--- config.mk ---
export PLATFORM = sky130hd
export DESIGN_NAME = pm_seq
export DESIGN_NICKNAME = d
export VERILOG_FILES = /design/src/rtl/pm_pkg.sv /design/src/rtl/pm_next_state.sv /design/src/rtl/pm_out_decode.sv /design/src/rtl/pm_seq.sv
export SDC_FILE = /design/constraint.sdc
export NUM_CORES = 1
export LEC_CHECK = 0
export BUFFER_PORTS_ARGS = -buffer_cell sky130_fd_sc_hd__buf_2
export CAP_MARGIN = 25
export CORE_MARGIN = 4
export CORE_UTILIZATION = 35
export DETAILED_ROUTE_END_ITERATION = 16
export PLACE_DENSITY = 0.84
export SLEW_MARGIN = 20
export SYNTH_ARGS = -nofsm -noshare
export SYNTH_HDL_FRONTEND = slang
export SYNTH_SLANG_ARGS = --single-unit
--- constraint.sdc ---
create_clock -name clk -period 1.1 [get_ports clk]
set_input_delay 0.11 -clock clk [delete_from_list [all_inputs] [get_ports clk]]
set_output_delay 0.11 -clock clk [all_outputs]
set_load 0.01 [all_outputs]
--- src/rtl/pm_pkg.sv ---
package pm_pkg;

    typedef enum logic [2:0] {
        ST_RUN  = 3'd0,
        ST_NAP  = 3'd1,
        ST_DEEP = 3'd2,
        ST_HALT = 3'd3,
        ST_XFER = 3'd4
    } pm_state_e;

    typedef struct packed {
        logic core_clk;
        logic hf_tree;
        logic lf_tree;
        logic lfxo;
        logic lfrco;
        logic ulfrco;
        logic auxhf;
        logic retain;
        logic pin_latch;
        logic dcdc;
    } pm_ctrl_t;

    function automatic logic is_deep(pm_state_e s);
        return (s == ST_DEEP) || (s == ST_HALT);
    endfunction

    function automatic logic [1:0] level_of(pm_state_e s);
        logic [1:0] lvl;
        case (s)
            ST_NAP, ST_XFER: lvl = 2'd1;
            ST_DEEP:         lvl = 2'd2;
            ST_HALT:         lvl = 2'd3;
            default:         lvl = 2'd0;
        endcase
        return lvl;
    endfunction

    function automatic pm_state_e target_of(logic [1:0] sel);
        pm_state_e t;
        case (sel)
            2'd1:    t = ST_NAP;
            2'd2:    t = ST_DEEP;
            2'd3:    t = ST_HALT;
            default: t = ST_RUN;
        endcase
        return t;
    endfunction

endpackage

--- src/rtl/pm_next_state.sv ---
module pm_next_state
    import pm_pkg::*;
(
    input  pm_state_e  state,
    input  pm_state_e  origin,
    input  logic       sleep_req,
    input  logic [1:0] sleep_sel,
    input  logic       wake_any,
    input  logic       xfer_req,
    input  logic       xfer_done,
    output pm_state_e  state_nxt,
    output pm_state_e  origin_nxt
);

    always_comb begin
        state_nxt  = state;
        origin_nxt = origin;
        case (state)
            ST_RUN: begin
                if (sleep_req && (sleep_sel != 2'd0))
                    state_nxt = target_of(sleep_sel);
            end
            ST_NAP: begin
                if (wake_any)
                    state_nxt = ST_RUN;
            end
            ST_DEEP, ST_HALT: begin
                if (wake_any) begin
                    state_nxt = ST_RUN;
                end else if (xfer_req) begin
                    state_nxt  = ST_XFER;
                    origin_nxt = state;
                end
            end
            ST_XFER: begin
                if (wake_any)
                    state_nxt = ST_RUN;
                else if (xfer_done)
                    state_nxt = origin;
            end
            default: state_nxt = ST_RUN;
        endcase
    end

endmodule

--- src/rtl/pm_out_decode.sv ---
module pm_out_decode
    import pm_pkg::*;
#(
    parameter int NUM_BANKS = 4
) (
    input  pm_state_e            state,
    input  pm_state_e            origin,
    input  logic                 adc_hf_req,
    input  logic [NUM_BANKS-1:0] ram_pd_mask,
    input  logic                 dcdc_keep,
    output pm_ctrl_t             ctrl,
    output logic [NUM_BANKS-1:0] ram_pd
);

    logic deep_lvl;
    logic lf_keep;

    assign deep_lvl = is_deep(state);
    // While serving a transfer, low-frequency sources follow the origin level.
    assign lf_keep  = (state == ST_XFER) ? (origin == ST_DEEP) : (state != ST_HALT);

    always_comb begin
        ctrl.core_clk  = (state == ST_RUN);
        ctrl.hf_tree   = !deep_lvl;
        ctrl.lf_tree   = lf_keep;
        ctrl.lfxo      = lf_keep;
        ctrl.lfrco     = lf_keep;
        ctrl.ulfrco    = 1'b1;
        ctrl.auxhf     = deep_lvl ? adc_hf_req : 1'b1;
        ctrl.retain    = deep_lvl;
        ctrl.pin_latch = deep_lvl;
        ctrl.dcdc      = deep_lvl ? dcdc_keep : 1'b1;
    end

    for (genvar b = 0; b < NUM_BANKS; b++) begin : g_bank
        assign ram_pd[b] = deep_lvl & ram_pd_mask[b];
    end

endmodule

--- src/rtl/pm_seq.sv ---
module pm_seq
    import pm_pkg::*;
#(
    parameter int NUM_WAKE  = 6,
    parameter int NUM_BANKS = 4
) (
    input  logic                 clk,
    input  logic                 rst,
    input  logic                 sleep_req,
    input  logic [1:0]           sleep_sel,
    input  logic [NUM_WAKE-1:0]  wake_src,
    input  logic                 xfer_req,
    input  logic                 xfer_done,
    input  logic                 adc_hf_req,
    input  logic [NUM_BANKS-1:0] ram_pd_mask,
    input  logic                 dcdc_keep,
    output logic [1:0]           cur_mode,
    output logic                 core_clk_en,
    output logic                 hf_tree_en,
    output logic                 lf_tree_en,
    output logic                 lfxo_en,
    output logic                 lfrco_en,
    output logic                 ulfrco_en,
    output logic                 auxhf_en,
    output logic                 retain_en,
    output logic                 pin_latch_en,
    output logic [NUM_BANKS-1:0] ram_pd,
    output logic                 dcdc_en
);

    pm_state_e state_q, state_d;
    pm_state_e origin_q, origin_d;
    pm_ctrl_t  ctrl;
    logic      wake_any;

    assign wake_any = |wake_src;

    pm_next_state u_next (
        .state     (state_q),
        .origin    (origin_q),
        .sleep_req (sleep_req),
        .sleep_sel (sleep_sel),
        .wake_any  (wake_any),
        .xfer_req  (xfer_req),
        .xfer_done (xfer_done),
        .state_nxt (state_d),
        .origin_nxt(origin_d)
    );

    always_ff @(posedge clk) begin
        if (rst) begin
            state_q  <= ST_RUN;
            origin_q <= ST_DEEP;
        end else begin
            state_q  <= state_d;
            origin_q <= origin_d;
        end
    end

    pm_out_decode #(.NUM_BANKS(NUM_BANKS)) u_dec (
        .state      (state_q),
        .origin     (origin_q),
        .adc_hf_req (adc_hf_req),
        .ram_pd_mask(ram_pd_mask),
        .dcdc_keep  (dcdc_keep),
        .ctrl       (ctrl),
        .ram_pd     (ram_pd)
    );

    assign cur_mode     = level_of(state_q);
    assign core_clk_en  = ctrl.core_clk;
    assign hf_tree_en   = ctrl.hf_tree;
    assign lf_tree_en   = ctrl.lf_tree;
    assign lfxo_en      = ctrl.lfxo;
    assign lfrco_en     = ctrl.lfrco;
    assign ulfrco_en    = ctrl.ulfrco;
    assign auxhf_en     = ctrl.auxhf;
    assign retain_en    = ctrl.retain;
    assign pin_latch_en = ctrl.pin_latch;
    assign dcdc_en      = ctrl.dcdc;

    assert_entry_gate_R2: assert property (@(posedge clk) disable iff (rst)
        (cur_mode == 2'd0 && !(sleep_req && sleep_sel != 2'd0)) |=> (cur_mode == 2'd0));

    assert_wake_to_run_R7: assert property (@(posedge clk) disable iff (rst)
        (cur_mode != 2'd0 && wake_any) |=> (cur_mode == 2'd0 && core_clk_en));

    assert_xfer_level_R8: assert property (@(posedge clk) disable iff (rst)
        (cur_mode[1] && !wake_any && xfer_req) |=> (cur_mode == 2'd1 && hf_tree_en && !core_clk_en));

    assert_xfer_return_R9: assert property (@(posedge clk) disable iff (rst)
        (state_q == ST_XFER && !wake_any && xfer_done) |=> (cur_mode == level_of($past(origin_q))));

    assert_stop_lf_off_R5: assert property (@(posedge clk) disable iff (rst)
        (cur_mode == 2'd3) |-> (!lf_tree_en && !lfxo_en && !lfrco_en && ulfrco_en));

    assert_retain_deep_R11: assert property (@(posedge clk) disable iff (rst)
        (retain_en || pin_latch_en) |-> cur_mode[1]);

endmodule

==> qor.txt, run 1 <==
Sw Share - 31.2%
Final Cycle Share - 129%
Worst hold margin - 0.123 ns
Vias - 580
Largest net degree at the start of global routing - 7
Top FF cell, synth - dfxtp_1
CTS Buffer Depth - 2
Number of setup violations in the final report - 17
Clock Power Share - 24.1%
Max FO, Critical Path - 3
Commonest non-fill, non-tap cell in the layout - buf_2
Critical path launch point type - register
Hold Buf Count CTS - 0
Max Slew Vio Count - 0
Seq/Total Area, Yosys - 24.6%
Failing checks - negative setup slack
Core area - 0.00130 mm^2
First-pass GRT wire length - 2260 um
Post-Syn Nets - 76
Starting Density - 37.6%
Area growth, synth to finish - 91.6%
Final WS setup - -0.322 ns
IO Count - 35
Register bit total from synthesis - 6
WL final - 1440 um
Synth Area per Inst - 8.58 um^2
Post-synth cell types - 25
Total power - 0.857 mW
Syn Inst Count - 57
Type of the worst setup path - reg2out
Hold Violations, Final - 0
Clk slew on worst S/H paths - 0.05 ns
Die area - 0.00206 mm^2
Row count - 13
CTS sink count - 6
Combinational share of power - 48.0%
Congestion Overflow GR - 0
CP Data Required Time - 0.99 ns
Async set-or-reset flop fraction in the synthesized netlist - 0%
Nets - 125
Clk_lat worst skew - 0.25 ns
GRT Overall Usage - 15.4%
Vias per Instance - 4.87
Setup Skew - 0.00744 ns
Clock H-tree levels - 1
P_int - 0.589 mW
Antenna diodes - 0
CTS buffer count - 3
Vias in the first global route - 582
Tmin final - 1.42 ns
Max-cap violations - 0
Buffers on Ports - 33
Setup tns final - -2.89 ns
CTS root buf - clkbuf_4
CTS tree - built
Status - finished with violations
RePlAce Congestion - 0.762
Sequential power share - 27.8%
Power density cells - 914 mW/mm^2
DRC violations left - 0
Dpl cell area - 726 um^2
Finished Cell Area - 937 um^2
Dpl hpwl - 1070 um
Antenna violations before repair - 0
VDD IR-drop max - 0.503 mV
CP arrival - 1.31 ns
Die X - 45.4 um
RSZ-0062 raised after global routing - true
Drt pass-1 iters - 3
Final cell utilization of the core - 72.0%
Leak - 0.474 nW
Synthesized cell area - 489 um^2
1st-iter DRT viols - 3
Most frequent cells in the layout - buf_2, buf_6, buf_4, and2_4, nand2b_1
Layout cells sized above 1 - 73.1%
Synth warn - 0
Setup crit end kind - primary output
Psw - 0.267 mW
Worst Hold Class - in2reg
Fmax - 703 MHz
Post-route ant nets - 0
Fillers - 111
Wire length per cell - 12.1 um
Die H - 45.4 um
Number of flops mapped to enable cells by yosys - 0
[through the flow]
stage	setup WS, ns	std cells
floorplan	-0.114	57
finish	-0.322	119
CTS	-0.344	119
detailed placement	-0.168	110
global route	-0.393	119
global placement	-0.0993	110
[synth_stat cells (2+ instances only)]
cell type | n | area share (%)
and2_1 | 6 | 7.7
dfxtp_1 | 6 | 25
nand2b_1 | 5 | 6.4
nor2b_1 | 5 | 6.4
buf_4 | 4 | 6.1
mux2i_1 | 3 | 6.1
nor2_1 | 3 | 2.3
a32oi_1 | 2 | 3.6
a41o_1 | 2 | 4.1
buf_2 | 2 | 2.0
inv_1 | 2 | 1.5
nand2_1 | 2 | 1.5
nor3_1 | 2 | 2.0
o21ai_0 | 2 | 2.0
[critical path, cell delays in order (launching register included)]
cell and delay, ns:
dfxtp_2 0.31, or3b_1 0.38, a32oi_2 0.21, buf_2 0.17
[cell families (layout without fill, tap and decap cells)]
group	Yosys count	in the layout	synth area share [%]
buffers and inverters	9	56	12.0
other	1	1	0.767
multiplexers	4	4	8.44
AO/OA/AOI/OAI	8	8	14.8
flip-flops	6	6	24.6
AND/OR/NAND/NOR	29	29	39.4
[final timing paths]
check	endpoint	depth (start not counted)	slack (ns)	startpoint
worst min register to register	origin_q[1]	2	0.54	origin_q[1]
worst min-delay path	state_q[2]	2	0.12	rst
worst max-delay path	lfrco_en	3	-0.32	origin_q[2]
worst max register to register	state_q[1]	4	-0.19	state_q[2]
[power groups by stage]
stage / Combinational [mW] / Sequential [mW] / Clock, mW
after global routing: 0.444 / 0.239 / 0.229
final: 0.411 / 0.238 / 0.207
after floorplan: 0.166 / 0.241 / 0
after detailed placement: 0.282 / 0.243 / 0
after CTS: 0.369 / 0.237 / 0.215
after global placement: 0.274 / 0.243 / 0
[state kept, by name (all words and copies together), names as in the netlist]
name      flops
origin_q      3
state_q       3
[routing by layer]
metal  global-route usage, %  wire length, um  vias to the layer above
met4                    10.5               25                        0
met3                    5.14              197                        4
met5                       0                0                        -
li1                        -                -                      290
met2                    26.5              684                       32
met1                    15.5              533                      254
[area by class of cell]
class	instances	area [um^2]	share of cell area [%]
sequential	6	128	13.6
multi-input combinational	42	384	41.0
tap	15	18.8	2.00
inverter	2	7.51	0.801
clock buffer	3	22.5	2.40
timing repair buffer	51	377	40.2
[what timing repair did]
action                                  4_1_cts  5_1_grt
endpoints found under the hold margin         0        0
resized for setup                            22       15
buffers inserted                              6        0
endpoints found under the setup margin       20       19
pin swaps                                     9        3
gates cloned                                  1        0
No activity file was read; power rests on OpenSTA's default activity.
==> run 2: changes to the inputs <==
--- a/config.mk
+++ b/config.mk
@@ -10,6 +10,7 @@
 export CORE_MARGIN = 4
 export CORE_UTILIZATION = 35
 export DETAILED_ROUTE_END_ITERATION = 16
+export GPL_TIMING_DRIVEN = 0
 export PLACE_DENSITY = 0.84
 export SLEW_MARGIN = 20
 export SYNTH_ARGS = -nofsm -noshare
==> run 2 against run 1 <==
The run still ends with negative setup slack left; sequential cell count did not move; non-clock buffer count increased by 4; final cell count increased by 3.4%; die area unchanged; power rose by 7.2%.
==> qor.txt, run 2 (synthesis gave the netlist of run 1 again) <==
Final WS setup - -0.448 ns (-0.126 ns)
CP Data Required Time - 0.99 ns (about the same)
Layout cells sized above 1 - 75.0% (+1.9 points)
Critical path launch point type - register
Reg2Reg Setup Slack - -0.24 ns (-0.05 ns)
Worst path top cell family by delay - simple AND/OR/NAND/NOR gates
Setup Skew - 0.000397 ns (-0.00705 ns)
Max-cap violations - 0 (unchanged)
Crit-path slowest cell - or3b_1
Post-route ant nets - 0 (unchanged)
Drt pass-1 iters - 3 (unchanged)
Antenna diodes - 0 (unchanged)
Number of setup violations in the final report - 19 (+2)
Vias - 611 (+5.3%)
Clk_lat worst skew - 0.25 ns (about the same)
Tmin final - 1.55 ns (+0.126 ns)
CTS Buffer Depth - 2 (unchanged)
Register Area - 133 um^2 (+3.9%)
Top Registers - origin_q x3, state_q x3
Hold Violations, Final - 0 (unchanged)
Most frequent cells in the layout - buf_2, buf_6, buf_4, nand2b_1
Max Slew Vio Count - 0 (unchanged)
CTS root buf - clkbuf_4
Nets - 129 (+3.2%)
CP arrival - 1.44 ns (+0.13 ns)
Type of the worst setup path - reg2out
Multi-input gate area - 374 um^2 (-2.6%)
GRT Overall Usage - 17.0% (+1.6 points)
Crit path buf inv count - 2 (+1)
VDD IR-drop max - 0.761 mV (+51%)
RePlAce Congestion - 0.797 (+4.7%)
Final Cycle Share - 141% (+11 points)
Fillers - 93 (-16%)
Status - finished with violations
Row count - 13 (unchanged)
Fmax - 646 MHz (-8.1%)
Dpl cell area - 687 um^2 (-5.3%)
Starting Density - 37.6% (unchanged)
Worst hold margin - 0.136 ns (+0.0133 ns)
Largest net degree at the start of global routing - 11 (+4)
Wire length per cell - 14.6 um (+20%)
CTS tree - built
CTS sink count - 6 (unchanged)
Clock H-tree levels - 1 (unchanged)
Die area - 0.00206 mm^2 (unchanged)
WL final - 1790 um (+24%)
Failing checks - negative setup slack
Dpl hpwl - 1040 um (-2.8%)
Power density cells - 927 mW/mm^2 (+1.4%)
First-pass GRT wire length - 2510 um (+11%)
Setup WS pre-CTS - -0.256 ns (-0.0884 ns)
Area growth, synth to finish - 103%
DRC violations left - 0 (unchanged)
1st-iter DRT viols - 4 (+1)
Die X - 45.4 um (unchanged)
Critical path cell sequence - or3b_1, a32oi_2, buf_4, buf_6
CTS buffer count - 3 (unchanged)
IO Count - 35 (unchanged)
Setup crit end kind - primary output
Antenna violations before repair - 0 (unchanged)
Worst Hold Class - in2reg
Commonest non-fill, non-tap cell in the layout - buf_2
CP max stage delay - 0.40 ns (+0.02 ns)
Leak - 0.494 nW (+4.3%)
Congestion Overflow GR - 0 (unchanged)
Finished Cell Area - 991 um^2 (+5.7%)
Max FO, Critical Path - 3 (unchanged)
Clk slew on worst S/H paths - 0.05 ns (about the same)
Vias in the first global route - 607 (+4.3%)
Total power - 0.918 mW (+7.2%)
Final cell utilization of the core - 76.2% (+4.1 points)
Die H - 45.4 um (unchanged)
Core area - 0.00130 mm^2 (unchanged)
Buffers on Ports - 33 (unchanged)
RSZ-0062 raised after global routing - true
Vias per Instance - 4.97 (+1.9%)
run 2: changes by cell type in the layout (fill, tap and decap cells not counted), sizes merged:
cell,before,now
buf,51,55
run 2: area by class of cell:
cell class,count,share of cell area (%)
multi-input cells,42,37.8
flip-flops and latches,6,13.4
inverters,2,0.758
well taps,15,1.89
clock buffers,3,2.27
plain buffers,7,7.20
repair buffers,48,36.7
run 2: per-stage QoR:
step / setup TNS [ns] / instances
3_3_place_gp: -2.00 / 105
2_1_floorplan: -0.347 / 57
6_report: -4.21 / 123
4_1_cts: -3.84 / 119
5_1_grt: -5.03 / 123
3_5_place_dp: -2.43 / 105
run 2: metal layers:
| metal | wire length [um] | up-vias | share of wire [%] | track usage [%] |
|---|---|---|---|---|
| met5 | 0 | - | 0 | 0 |
| met4 | 65 | 0 | 3.6 | 5.26 |
| met3 | 187 | 7 | 10 | 6.72 |
| met2 | 940 | 37 | 52 | 32.9 |
| met1 | 600 | 270 | 33 | 15.9 |
| li1 | - | 297 | - | - |
run 2: worst paths after layout:
kind | startpoint | depth (start not counted) | endpoint
setup / recovery | origin_q[2] | 4 | lfxo_en
hold / removal | rst | 2 | state_q[2]
setup reg to reg | state_q[2] | 4 | state_q[0]
hold reg to reg | origin_q[1] | 1 | origin_q[1]
run 2: what timing repair did:
action	CTS	global route
setup buffers	11	6
pin swaps	7	4
hold buffers	0	0
resized for setup	35	11
endpoints found under the setup margin	21	21
run 2: worst register-to-register path, stage by stage, from the launching register on:
cell and delay (ns):
dfxtp_4 0.36, nor3b_2 0.15, a211o_1 0.28, a32oi_2 0.26
mux2i_1 0.21
run 2: power breakdown:
part           internal [mW]  switching [mW]  leakage (nW)
clock network          0.124          0.0863        0.0138
logic                  0.281           0.191         0.429
registers              0.227         0.00885        0.0511
total                  0.632           0.287         0.494
